`src/rtl/staggerPwmPkg.sv`:
```
package staggerPwmPkg;

  // Output sense of a channel: normal drives high inside [set, clear),
  // inverted drives high outside it (used when the pulse wraps).
  typedef enum logic {
    POL_NORMAL = 1'b0,
    POL_INVERT = 1'b1
  } pwmPol_e;

  // Strobes from control to datapath.
  typedef struct packed {
    logic commit;   // copy shadow settings into the active set this cycle
  } pwmStrobe_t;

endpackage

```
`src/rtl/staggerPwmControl.sv`:
```
module staggerPwmControl
  import staggerPwmPkg::*;
#(
  parameter int NUM_CH     = 4,
  parameter int CNT_W      = 13,
  parameter int PHASE_STEP = 1024,
  parameter int SEL_W      = 3
) (
  input  logic                          clk,
  input  logic                          rstN,
  input  logic                          wrEn,
  input  logic [SEL_W-1:0]              wrSel,
  input  logic [CNT_W:0]                wrDuty,
  input  logic                          cntLast,
  output pwmStrobe_t                    strobe,
  output logic [NUM_CH-1:0][CNT_W:0]    shSet,
  output logic [NUM_CH-1:0][CNT_W:0]    shClr,
  output logic [NUM_CH-1:0]             shPol
);

  localparam int CMP_W = CNT_W + 1;
  localparam int SUM_W = CNT_W + 2;
  localparam int IDX_W = (NUM_CH > 1) ? $clog2(NUM_CH) : 1;
  localparam logic [SUM_W-1:0] PERIOD  = {2'b01, {CNT_W{1'b0}}};
  localparam logic [SEL_W-1:0] MAX_SEL = SEL_W'(NUM_CH - 1);

  logic [IDX_W-1:0] chIdx;
  logic [SUM_W-1:0] dutySat;
  logic [SUM_W-1:0] offset;
  logic [SUM_W-1:0] sum;
  logic [CMP_W-1:0] newSet;
  logic [CMP_W-1:0] newClr;
  pwmPol_e          newPol;
  logic             pending;

  // Clamp the select and the duty, then place the pulse relative to the offset.
  always_comb begin
    chIdx   = (wrSel > MAX_SEL) ? IDX_W'(NUM_CH - 1) : IDX_W'(wrSel);
    dutySat = ({1'b0, wrDuty} > PERIOD) ? PERIOD : {1'b0, wrDuty};
    offset  = SUM_W'(chIdx) * SUM_W'(PHASE_STEP);
    sum     = dutySat + offset;
    if (sum > PERIOD) begin
      // Pulse crosses the period end: the wrapped tail starts the window,
      // the offset closes it, and the sense is inverted.
      newSet = CMP_W'(sum - PERIOD);
      newClr = CMP_W'(offset);
      newPol = POL_INVERT;
    end else begin
      newSet = CMP_W'(offset);
      newClr = CMP_W'(sum);
      newPol = POL_NORMAL;
    end
  end

  for (genvar i = 0; i < NUM_CH; i++) begin : g_shadow
    always_ff @(posedge clk) begin
      if (!rstN) begin
        shSet[i] <= CMP_W'(i * PHASE_STEP);
        shClr[i] <= CMP_W'(i * PHASE_STEP);
        shPol[i] <= POL_NORMAL;
      end else if (wrEn && (chIdx == IDX_W'(i))) begin
        shSet[i] <= newSet;
        shClr[i] <= newClr;
        shPol[i] <= newPol;
      end
    end
  end

  // A write arms one commit at the next period end. A write landing on
  // that same edge stays armed for the following boundary.
  always_ff @(posedge clk) begin
    if (!rstN) begin
      pending <= 1'b0;
    end else if (wrEn) begin
      pending <= 1'b1;
    end else if (cntLast) begin
      pending <= 1'b0;
    end
  end

  assign strobe.commit = cntLast && pending;

endmodule

```
`src/rtl/staggerPwmDatapath.sv`:
```
module staggerPwmDatapath
  import staggerPwmPkg::*;
#(
  parameter int NUM_CH = 4,
  parameter int CNT_W  = 13
) (
  input  logic                          clk,
  input  logic                          rstN,
  input  pwmStrobe_t                    strobe,
  input  logic [NUM_CH-1:0][CNT_W:0]    shSet,
  input  logic [NUM_CH-1:0][CNT_W:0]    shClr,
  input  logic [NUM_CH-1:0]             shPol,
  output logic [CNT_W-1:0]              cntQ,
  output logic                          cntLast,
  output logic [NUM_CH-1:0][CNT_W:0]    actSet,
  output logic [NUM_CH-1:0][CNT_W:0]    actClr,
  output logic [NUM_CH-1:0]             actPol,
  output logic [NUM_CH-1:0]             pwmA,
  output logic [NUM_CH-1:0]             pwmB
);

  localparam int CMP_W = CNT_W + 1;

  // Free-running period counter; the natural binary rollover is the wrap.
  always_ff @(posedge clk) begin
    if (!rstN) begin
      cntQ <= '0;
    end else begin
      cntQ <= cntQ + 1'b1;
    end
  end

  assign cntLast = (cntQ == {CNT_W{1'b1}});

  for (genvar i = 0; i < NUM_CH; i++) begin : g_chan
    logic inWin;
    logic level;

    always_comb begin
      inWin = ({1'b0, cntQ} >= actSet[i]) && ({1'b0, cntQ} < actClr[i]);
      level = (actPol[i] == POL_INVERT) ? !inWin : inWin;
    end

    always_ff @(posedge clk) begin
      if (!rstN) begin
        actSet[i] <= '0;
        actClr[i] <= '0;
        actPol[i] <= POL_NORMAL;
      end else if (strobe.commit) begin
        actSet[i] <= shSet[i];
        actClr[i] <= shClr[i];
        actPol[i] <= shPol[i];
      end
    end

    always_ff @(posedge clk) begin
      if (!rstN) begin
        pwmA[i] <= 1'b0;
        pwmB[i] <= 1'b0;
      end else begin
        pwmA[i] <= level;
        pwmB[i] <= level;
      end
    end
  end

  logic unusedWidth;
  assign unusedWidth = (CMP_W == 0);

endmodule

```
`src/rtl/staggerPwm.sv`:
```
module staggerPwm
  import staggerPwmPkg::*;
#(
  parameter int NUM_CH     = 4,
  parameter int CNT_W      = 13,
  parameter int PHASE_STEP = 1024,
  parameter int SEL_W      = 3
) (
  input  logic              clk,
  input  logic              rstN,
  input  logic              wrEn,
  input  logic [SEL_W-1:0]  wrSel,
  input  logic [CNT_W:0]    wrDuty,
  output logic [NUM_CH-1:0] pwmA,
  output logic [NUM_CH-1:0] pwmB
);

  pwmStrobe_t                  strobe;
  logic                        cntLast;
  logic [CNT_W-1:0]            cntQ;
  logic [NUM_CH-1:0][CNT_W:0]  shSet;
  logic [NUM_CH-1:0][CNT_W:0]  shClr;
  logic [NUM_CH-1:0]           shPol;
  logic [NUM_CH-1:0][CNT_W:0]  actSet;
  logic [NUM_CH-1:0][CNT_W:0]  actClr;
  logic [NUM_CH-1:0]           actPol;

  staggerPwmControl #(
    .NUM_CH(NUM_CH), .CNT_W(CNT_W), .PHASE_STEP(PHASE_STEP), .SEL_W(SEL_W)
  ) u_control (
    .clk(clk), .rstN(rstN), .wrEn(wrEn), .wrSel(wrSel), .wrDuty(wrDuty),
    .cntLast(cntLast), .strobe(strobe),
    .shSet(shSet), .shClr(shClr), .shPol(shPol)
  );

  staggerPwmDatapath #(
    .NUM_CH(NUM_CH), .CNT_W(CNT_W)
  ) u_datapath (
    .clk(clk), .rstN(rstN), .strobe(strobe),
    .shSet(shSet), .shClr(shClr), .shPol(shPol),
    .cntQ(cntQ), .cntLast(cntLast),
    .actSet(actSet), .actClr(actClr), .actPol(actPol),
    .pwmA(pwmA), .pwmB(pwmB)
  );

endmodule

```
`config.mk`:
```
export PLATFORM = sky130hd
export DESIGN_NAME = staggerPwm
export DESIGN_NICKNAME = d
export VERILOG_FILES = /design/src/rtl/staggerPwmPkg.sv /design/src/rtl/staggerPwmControl.sv /design/src/rtl/staggerPwmDatapath.sv /design/src/rtl/staggerPwm.sv
export SDC_FILE = /design/constraint.sdc
export NUM_CORES = 1
export LEC_CHECK = 0
export BUFFER_PORTS_ARGS = -buffer_cell sky130_fd_sc_hd__buf_2
export CAP_MARGIN = 40
export CORE_MARGIN = 1
export CORE_UTILIZATION = 45
export CTS_CLUSTER_DIAMETER = 40
export DETAILED_ROUTE_END_ITERATION = 10
export GPL_ROUTABILITY_DRIVEN = 0
export PLACE_DENSITY = 0.69
export SYNTH_ARGS = -nofsm -noshare
export SYNTH_HDL_FRONTEND = slang
export SYNTH_SLANG_ARGS = --single-unit
```
`constraint.sdc`:
```
create_clock -name clk -period 4.01 [get_ports clk]
set_input_delay 0.802 -clock clk [delete_from_list [all_inputs] [get_ports clk]]
set_output_delay 0.802 -clock clk [all_outputs]
set_load 0.005 [all_outputs]
```
======== Yosys cells after proc, flatten, opt, wreduce, memory -nomap -nowiden ========
Cells that the tools add are included.
operators by class
  eq/ne operators ......................... 4
  reductions and logical operators ........ 15
  order comparisons ....................... 11
  $add $sub $neg .......................... 3
  muxes and demuxes ....................... 11
operators with widths
  kind                                                                               number
  13-bit by 14-bit greater-or-equal comparator with 1-bit output                     4
  13-bit by 14-bit less-than comparator with 1-bit output                            4
  14-bit 2-to-1 mux                                                                  3
  14-bit by 12-bit adder with 15-bit output                                          1
  15-bit by 14-bit greater-than comparator with 1-bit output, second input constant  1
  14-bit greater-than comparator, second input constant                              1
  14-bit subtractor, second input constant                                           1
  13-bit by 1-bit adder with 13-bit output, second input constant                    1
  13-bit equality test, second input constant                                        1
  1-bit logical AND                                                                  9
  1-bit 2-to-1 mux                                                                   7
  2-bit equality test, second input constant                                         2
  1-bit logical NOT                                                                  4
  3-bit by 2-bit greater-than comparator with 1-bit output, second input constant    1
  2-bit by 1-bit equality test with 1-bit output, second input constant              1
  2-bit logical NOT                                                                  1
  2-bit 2-to-1 mux                                                                   1
  2-bit nonzero test                                                                 1
word-level totals
  input port bits ......................... 20
  logic and storage cells ................. 74
  flip-flop bits (word level) ............. 250
  output and inout port bits .............. 8

======== Longest topological paths before layout ========
  depth in word-level cells ............... 5
  mapped depth ............................ 11
  gate-level depth less buffers ........... 10

======== Modules after synthesis ========
Synthesis repeated with hierarchy kept, for this count alone.
unflattened totals
  cell total of the unflattened synthesis .. 1264
  area, all modules ....................... 12066.6 µm²
modules (own cells, without submodules)
  module              cells each  instances  area an instance (µm²)  seq. area each (µm²)
  staggerPwmDatapath  797         1          7552.2                  2662.6
  staggerPwmControl   467         1          4514.3                  2342.2

======== Worst setup path after synthesis ========
No wires, ideal clock.
  path type ............................... input to register
  from .................................... input wrSel[1]
  to ...................................... register u_control.shClr[19] in the netlist's numbering
  stages .................................. 10
  data required time ...................... 3.940 ns
  setup time .............................. 0.070 ns
  arrival ................................. 2.952 ns
  setup slack ............................. 0.988 ns
  buffers on the path ..................... 1
  path through ............................ nor2_1 > inv_1 > ha_1 > a21o_1 > a21oi_1 > inv_1 > a21oi_2 > buf_6 > nand3_1 > a21boi_1
on the way
  longest elaborated chain between the ends .. 5
  elaborated cells between the ends (all ways) .. 7
  those cells by class .................... 1 x add/sub; 2 x order compare; 1 x eq/ne; 2 x mux; 1 x reduce/logical
RTL lines
  element                                                     line                     RTL
  from (decl)                                                 staggerPwm.sv:12         input logic [SEL_W-1:0] wrSel,
  3-bit by 2-bit greater-than comparator with 1-bit output    staggerPwmControl.sv:38  chIdx = (wrSel > MAX_SEL) ? IDX_W'(NUM_CH - 1) : IDX_W'(wrSel);
  2-bit 2-to-1 mux *                                          staggerPwmControl.sv:38
  14-bit by 12-bit adder with 15-bit output                   staggerPwmControl.sv:41  sum = dutySat + offset;
  15-bit by 14-bit greater-than comparator with 1-bit output  staggerPwmControl.sv:42  if (sum > PERIOD) begin
  14-bit 2-to-1 mux                                           staggerPwmControl.sv:42
  to (signal, indexed assignment)                             staggerPwmControl.sv:59  shClr[i] <= CMP_W'(i * PHASE_STEP);
  to (signal, indexed assignment)                             staggerPwmControl.sv:63  shClr[i] <= newClr;
  to (decl)                                                   staggerPwmControl.sv:17  output logic [NUM_CH-1:0][CNT_W:0] shClr,
Mark *: on every way between the ends. The rest lies on a longest branch, timed or not.
A chain may end at the register's enable or synchronous reset.

======== Final worst setup path ========
  from .................................... input wrSel[2]
  to ...................................... register u_control.shSet[5] in the netlist's numbering
on the way
  longest elaborated chain between the ends .. 5
  elaborated cells between the ends (all ways) .. 7
  those cells by class .................... 1 x add/sub; 2 x order compare; 2 x mux; 2 x reduce/logical
RTL lines
  element                                                     line                     RTL
  3-bit by 2-bit greater-than comparator with 1-bit output *  staggerPwmControl.sv:38
  2-bit 2-to-1 mux *                                          staggerPwmControl.sv:38
  14-bit by 12-bit adder with 15-bit output                   staggerPwmControl.sv:41
  15-bit by 14-bit greater-than comparator with 1-bit output  staggerPwmControl.sv:42
  14-bit 2-to-1 mux                                           staggerPwmControl.sv:42
  to (signal, indexed assignment)                             staggerPwmControl.sv:58  shSet[i] <= CMP_W'(i * PHASE_STEP);
  to (signal, indexed assignment)                             staggerPwmControl.sv:62  shSet[i] <= newSet;
  to (decl)                                                   staggerPwmControl.sv:16  output logic [NUM_CH-1:0][CNT_W:0] shSet,
Marked as above.

==> flow_summary.toml <==
[status]
status = "completed"

[clock_network]
ctsHoldBuffers = 0
cts_tree = "built"
clk_latency_ns = 0.51
cts_inserted_buffers = 37
root_buffer = "clkbuf_16"
cts_resized = 0
clockBufferDepth = 3
cts.clk_slew.worst_paths_ns = 0.06
ctsHtreeMaxLevel = 2
postCtsSetupBuffers = 0
clkSinkCount = 250

[critical_path]
path_class = "in2reg"
cp-end-kind = "register"
r2r-start = "u_datapath.cntQ[1]"
crit_fanout = 9
crit_path_start = "wrSel[2]"
cp.required_ns = 4.46
cp-start-kind = "input port"
arrival_ns = 3.47

[synthesis]
yosysSeqAreaShare_pct = 41.4
synthTopCellsByArea = "dfxtp_1, nand2_1, ha_1, a21boi_0, inv_1"
ys_top_cells_by_count = "nand2_1, dfxtp_1, a21boi_0"
synth_xor_area_share_pct = 0.952
synth_top_family_by_area = "simple AND/OR/NAND/NOR gates"
synth-simple-area-share_pct = 21.1
synthArstFlopShare_pct = 0
netlist.top_cell.by_area = "dfxtp_1"
syn_inst = 1470
synth_edf_count = 0
synth-adder-area-share_pct = 10.8
synth_top_area_share_pct = 41.4
synthMuxAreaShare_pct = 0.331
synth-compound-area-share_pct = 19.0
synthMostInstantiatedCell = "nand2_1"
ys_types = 51
synth_ff_type = "dfxtp_1"
syn-num-nets = 1594
syn_area_per_cell_um2 = 8.22
synth_seq_cells = 250
synth_area_um2 = 12100
ys.warnings.count = 0

[route]
drc = 0
dr.pass1.iters = 5
vias = 9923
wire_per_inst_um = 16.7
drtIter0Drc = 533
drtAntennaViolNets = 0
wl_um = 30700
via_per_inst = 5.40

[timing]
setup-violations-final = 0
fin_worst_skew_ns = 0.0148
hold_viol = 0
rsz0062_at_grt = "false"
worst_hold_slack_ns = 0.452
clock.fmax_mhz = 330
tns_ns = 0
setup_ws_ns = 0.984
finalCriticalPeriod_ns = 3.03
relSlewSlack_pct = 42.3
finalMaxSlewViolations = 0
finalCritPeriodShare_pct = 75.5
worstMarginPinSlew_ns = 0.866

[finish]
layout-drive-gt1-share_pct = 8.18
nets = 1599
fin_cells = 1839
area_growth_pct = 13.8
design_area_um2 = 13800
diodes = 0

[grt]
overflow = 0
grt_max_degree = 139
grtUsageTotal_pct = 22.3
antenna_found_initial = 0
grt_pass1_vias = 9535
grt_pass1_wl_um = 49600

[placed_design]
dp_hpwl_um = 19400
dpl_worst_slack_ns = 0.454
dp.cells = 1771
postPlaceCellArea_um2 = 12500
io_buffers = 27

[power_and_ir_drop]
p_per_area_nw_per_um2 = 443
ir_drop_v = 0.000353
leakagePower_nw = 5.15

[floorplanning]
die_x_um = 166
die-area_um2 = 27500
ios = 28
die_y_um = 166
start_util_pct = 46.1
core_um2 = 26200
rows = 59

[job]
drv_cap = 0

[worst_hold_path]
hp-start = "u_control.shClr[28]"
hold_path_class = "reg2reg"
kinds of logic after synthesis:
kind of cell | count (synthesis)
AOI/OAI and AO/OA | 336
xor gates and xnor gates | 11
adders and majority gates | 104
buffers and inverters | 190
DFF | 250
muxes | 4
and+or+nand+nor | 575
power by group:
part	leakage, nW	switching [mW]	internal [mW]	total (mW)
Clock	0.614	1.19	2.05	3.23
Sequential	2.02	0.0202	2.51	2.53
Combinational	2.52	0.212	0.118	0.330
worst max-delay path: stages:
cell and delay (ns):
buf_2 0.10, nor2_1 0.16, inv_1 0.14, ha_1 0.24, inv_1 0.08, fa_1 0.47
nor2b_1 0.23, a311oi_4 0.68, nand2_1 0.20, o21ai_0 0.20, and2_1 0.15
layer usage:
| layer | GRT usage (%) | wire length [um] | vias to the layer above |
|---|---|---|---|
| met2 | 36.1 | 13700 | 245 |
| met5 | 0 | 0 | - |
| met3 | 3.53 | 1670 | 61 |
| met1 | 30.0 | 14300 | 4707 |
| li1 | - | - | 4910 |
| met4 | 8.57 | 992 | 0 |
flip-flops by register name, summed over array words and instances, names as in the netlist, 4 cells and up:
| name | flops |
|---|---|
| u_datapath.actClr | 56 |
| u_datapath.pwmA | 4 |
| u_datapath.cntQ | 13 |
| u_control.shPol | 4 |
| u_datapath.actSet | 56 |
| u_datapath.actPol | 4 |
| u_control.shClr | 56 |
| u_control.shSet | 56 |
per-stage QoR:
step	utilization (%)	power, mW
after floorplan	-	2.79
after global placement	47.6	2.90
after detailed placement	47.7	2.91
after CTS	52.5	6.13
after global routing	52.5	6.28
final	52.5	6.09
final cells by class:
cell class / count / area, um2
Clock buffer: 50 / 1090
Clock inverter: 18 / 176
Fill cell: 2415 / 12500
Inverter: 108 / 405
Multi-Input combinational cell: 1030 / 6320
Sequential cell: 250 / 5000
Tap cell: 335 / 419
Timing Repair Buffer: 48 / 344
placed cells by master, fill, tap and decap left out, types with 17 or more instances in the layout:
master / count
inv_1: 108
ha_1: 103
a21oi_1: 39
dfxtp_1: 250
nor2_1: 21
o21ai_0: 56
a21boi_1: 31
nand3_1: 42
buf_2: 26
a21boi_0: 141
nor2b_1: 20
clkbuf_16: 39
buf_4: 17
and2_1: 56
nand2_1: 385
final timing paths:
| kind | endpoint | slack (ns) | cells after the start |
|---|---|---|---|
| worst max register to register | u_datapath.actClr[49] | 1.07 | 7 |
| worst min-delay path | u_control.shClr[28] | 0.45 | 2 |
| worst max-delay path | u_control.shSet[5] | 0.98 | 11 |
| worst min register to register | u_control.shClr[28] | 0.45 | 2 |
No activity file was read; power rests on OpenSTA's default activity.
